$ cat config.mk
export PLATFORM = sky130hd
export DESIGN_NAME = prg_lock_mapper
export DESIGN_NICKNAME = d
export VERILOG_FILES = /design/src/rtl/prg_lock_mapper.sv
export SDC_FILE = /design/constraint.sdc
export NUM_CORES = 1
export LEC_CHECK = 0
export ABC_AREA = 1
export BUFFER_PORTS_ARGS = -buffer_cell sky130_fd_sc_hd__buf_4
export CAP_MARGIN = 20
export CORE_MARGIN = 5
export CORE_UTILIZATION = 37
export CTS_CLUSTER_DIAMETER = 150
export CTS_CLUSTER_SIZE = 14
export DETAILED_ROUTE_END_ITERATION = 10
export PLACE_DENSITY = 0.84
export SYNTH_ARGS = -nofsm -noshare
export SYNTH_HDL_FRONTEND = slang
export SYNTH_SLANG_ARGS = --single-unit
export TNS_END_PERCENT = 30
$ cat constraint.sdc
create_clock -name clk -period 0.85 [get_ports clk]
set_input_delay 0.0425 -clock clk [delete_from_list [all_inputs] [get_ports clk]]
set_output_delay 0.0425 -clock clk [all_outputs]
set_load 0.05 [all_outputs]
$ cat src/rtl/prg_lock_mapper.sv
module prg_lock_mapper #(
  parameter int BANK_W = 4,
  parameter int OFFS_W = 14
) (
  input  logic                       clk,
  input  logic                       rst_n,
  input  logic                       wr_en,
  input  logic [1:0]                 wr_sel,
  input  logic [4:0]                 wr_data,
  input  logic                       loader_rst,
  input  logic [OFFS_W:0]            cpu_addr,
  output logic [BANK_W+OFFS_W-1:0]   rom_addr,
  output logic [1:0]                 mirror,
  output logic                       wram_en,
  output logic                       unlocked
);

  localparam logic [BANK_W-1:0] CHIP2_FIRST = BANK_W'(8);
  localparam logic [BANK_W-1:0] CHIP2_LAST  = BANK_W'(15);

  logic [1:0] mir_q;
  logic       slot_q, size_q, chip_q, wdis_q;
  logic [1:0] bank_a_q;
  logic [2:0] bank_b_q;
  logic [1:0] stage_q;
  logic [BANK_W-1:0] bank;

  wire hi = cpu_addr[OFFS_W];

  always_ff @(posedge clk or negedge rst_n) begin
    if (!rst_n) begin
      mir_q    <= 2'd2;
      slot_q   <= 1'b1;
      size_q   <= 1'b1;
      chip_q   <= 1'b0;
      bank_a_q <= 2'd0;
      bank_b_q <= 3'd0;
      wdis_q   <= 1'b0;
      stage_q  <= 2'd0;
    end else begin
      if (wr_en) begin
        case (wr_sel)
          2'd0: begin
            mir_q  <= wr_data[1:0];
            slot_q <= wr_data[2];
            size_q <= wr_data[3];
          end
          2'd1: begin
            chip_q   <= wr_data[3];
            bank_a_q <= wr_data[2:1];
            if (stage_q == 2'd0 && !wr_data[4])
              stage_q <= 2'd1;
            else if (stage_q == 2'd1 && wr_data[4])
              stage_q <= 2'd2;
          end
          2'd3: begin
            wdis_q   <= wr_data[4];
            bank_b_q <= wr_data[2:0];
          end
          default: ;
        endcase
      end
      if (loader_rst) begin
        slot_q <= 1'b1;
        size_q <= 1'b1;
      end
    end
  end

  assign unlocked = (stage_q == 2'd2);

  always_comb begin
    if (!unlocked)
      bank = BANK_W'(hi);
    else if (!chip_q)
      bank = {1'b0, bank_a_q, hi};
    else if (!size_q)
      bank = {1'b1, bank_b_q[2:1], hi};
    else if (!slot_q)
      bank = hi ? {1'b1, bank_b_q} : CHIP2_FIRST;
    else
      bank = hi ? CHIP2_LAST : {1'b1, bank_b_q};
  end

  assign rom_addr = {bank, cpu_addr[OFFS_W-1:0]};
  assign mirror   = mir_q;
  assign wram_en  = !wdis_q;

endmodule

==> impl_metrics.yaml <==
status:
  status: "finished, violations left"
  violations: "setup timing"
min_path:
  min_delay_path_depth: 3
  min_from: "wr_data[4]"
  min_path_type: "in2reg"
  holdPathEnd: "stage_q[1]$_DFFE_PN0P_"
sta:
  fmax_mhz: 708
  timing.final.ws_setup_ps: -562
  worst_pin_slew_ps: 171
  period_needed_ps: 1410
  setup_viol: 9
  finalHoldViolCount: 0
  slew_viol_final: 0
  slew_headroom: 0.886
  fin_crit_sh: 1.66
  fin_skew_ps: 0.173
  rsz0062_at_grt: "true"
clock_network:
  cts_tree: "built"
  cts-root-buf: "clkbuf_4"
  clock_sinks: 13
  insertion_delay_ps: 270
  clk_pin_slew_ps: 80
  cts.path.max_buffers: 2
  cts_buffers: 3
  htreeDepth: 1
routing:
  drt_iter0_markers: 19
  vias: 695
  drt-pass1-iter-count: 4
  drt-total-wl_mm: 1.76
  drc: 0
  viasPerCell: 4.46
  postRouteAntennaNets: 0
  routedWlPerCell_um: 11.3
global_routing:
  grt_pass1_vias: 730
  antenna_found_initial: 0
  grtUsageTotal: 0.113
  grt.overflow.total: 0
  grt_pass1_wl_mm: 2.89
  grt_max_degree: 14
critical_path:
  r2r_slack_ps: -110
  setup.worst_path.end_class: "output pin"
  worst_ep_required_time_ps: 810
  worstReg2RegStart: "slot_q$_DFFE_PN1P_"
  cpMaxStageDelayCell: "dfstp_2"
  max_stage_delay_ps: 560
  crit_path_start_kind: "register"
  path_max_fanout: 3
  path_common_cell: "nand2_2"
  cp_data_arrival_time_ps: 1370
  crit_path_cell_trace: "nand2_2, nand2_1, nand3_2, nand2_2, clkinvlp_4, buf_8"
  critPathBufInv: 2
  reg2reg_depth: 5
  worstReg2RegEnd: "slot_q$_DFFE_PN1P_"
  worstSetupPathType: "reg2out"
  cp_top_family: "flip-flops"
pwr:
  peakVddDrop_mv: 1.07
  powerDensity_nw_per_um2: 1750
  p_leak_uw: 0.000576
  total_power_uw: 1920
placement:
  portBuffers: 19
  dp_cells: 146
  dpl.hpwl_mm: 1.28
  place.gp.congestion: 0.745
floorplanning:
  start_util: 0.392
  die_y_um: 55.8
  dieArea_sq_um: 3120
  fp-row-count: 16
  ios: 48
  coreArea_sq_um: 1980
  fp.dieW_um: 55.8
finish:
  fillers: 178
  antenna_cells: 0
  final_nets: 156
  multi_input_area_sq_um: 303
  instances_no_fill: 156
  drive_gt1_frac: 0.442
  seq_area_sq_um: 330
  area_growth_pct: 41.2
yosys:
  syn_nets: 132
  synth_top_flop_cell: "dfrtp_1"
  synth.most_common_cell: "nand2_1"
  yosysUniqueCellTypes: 15
  synth_top_cell_by_area: "dfrtp_1"
  synth_area_leaders: "dfrtp_1 (32%), nand2_1 (15%), buf_4 (14%), dfstp_2 (10%), inv_1 (8.7%)"
  synth_warnings: 0
  synth-edff-count: 0
  syn_avg_cell_area_sq_um: 7.33
  synth_cells: 106
  synth-seq-cells: 13
  async_flop_share: 1.00
  synth_common_cells: "nand2_1 (32), inv_1 (18), buf_4 (14), dfrtp_1 (10), o21ai_1 (10)"
  syn-cell-area_sq_um: 777
  synth-seq-area-share: 0.424
  yosysTopAreaCellShare: 0.322
run:
  drv_cap: 0
==> repair_timing <==
action / 4_1_cts / 5_1_grt
endpoints found under the setup margin: 10 / 12
hold buffers: 4 / 0
buffers inserted: 0 / 2
hold endpoints to repair: 15 / 0
pin swaps: 5 / 7
gates resized for setup: 19 / 11
==> sequential cells by signal (all words and copies together) (netlist names) <==
name	count
bank_b_q	3
wdis_q	1
slot_q	1
chip_q	1
mirror	2
bank_a_q	2
size_q	1
stage_q	2
==> logic make-up (layout without fill, tap and decap cells) <==
| group | count (synthesis) | in the layout | share of synthesized area |
|---|---|---|---|
| and+or+nand+nor | 47 | 47 | 0.269 |
| buffers and inverters | 35 | 58 | 0.237 |
| DFF | 13 | 13 | 0.424 |
| AOI/OAI and AO/OA | 11 | 11 | 0.0708 |
==> layout make-up <==
| cell class | count | share of cell area |
|---|---|---|
| sequential | 13 | 0.301 |
| timing repair buffer | 33 | 0.290 |
| multi-input combinational | 58 | 0.276 |
| inverter | 21 | 0.0787 |
| tap | 27 | 0.0308 |
| clock buffer | 4 | 0.0239 |
==> per-layer routing <==
layer / vias to the layer above / part of all wire / global-route usage
met2: 26 / 0.51 / 0.209
met5: - / 0 / 0
met1: 315 / 0.41 / 0.121
li1: 350 / - / -
met3: 4 / 0.070 / 0.0232
met4: 0 / 0.0091 / 0.0542
==> through the flow <==
stage | area (sq um) | TNS [ps] | hold slack, ps | utilization | worst slack, ps
2_1_floorplan | 790 | -720 | -253 | - | -228
3_3_place_gp | 921 | -952 | -109 | 0.465 | -276
3_5_place_dp | 921 | -1110 | -106 | 0.465 | -312
4_1_cts | 1040 | -2580 | 45.1 | 0.526 | -550
5_1_grt | 1100 | -3260 | 48.1 | 0.554 | -627
6_report | 1100 | -2720 | 47.9 | 0.554 | -562
==> worst max path at each step <==
stage	startpoint	slack, ps	depth (start not counted)	to
3_5_place_dp	size_q$_DFFE_PN1P_	-310	7	rom_addr[16]
3_3_place_gp	size_q$_DFFE_PN1P_	-280	7	rom_addr[16]
6_report	size_q$_DFFE_PN1P_	-560	6	rom_addr[16]
4_1_cts	slot_q$_DFFE_PN1P_	-550	7	rom_addr[16]
5_1_grt	size_q$_DFFE_PN1P_	-630	6	rom_addr[15]
2_1_floorplan	size_q$_DFFE_PN1P_	-230	5	rom_addr[15]
==> worst register-to-register path, stage by stage, from the launching register on <==
cell and delay [ps]:
dfstp_2 550, buf_6 100, buf_6 80, buf_6 80, nand2_2 50, nand3_2 50
==> where the power goes <==
part	total, uW	leakage [uW]	internal [uW]	switching, uW
sequential	775	0.000153	702	72.3
clock	371	0.0000150	182	190
combinational	779	0.000408	332	446
total	1920	0.000576	1220	708
==> placed cells by master (no fill, tap or decap), types with 3 or more instances in the layout <==
cell,synthesis,layout
nand2_1,32,26
buf_4,14,17
inv_1,18,13
o21ai_1,10,10
dfrtp_1,10,9
buf_6,0,8
nand2_2,1,7
inv_2,2,5
nand3_2,1,5
nor2_1,5,5
dlygate4sd3_1,0,4
buf_8,0,4
clkbuf_4,0,3
dfstp_2,3,3
Note: power is estimated with default switching activity, not from simulation.
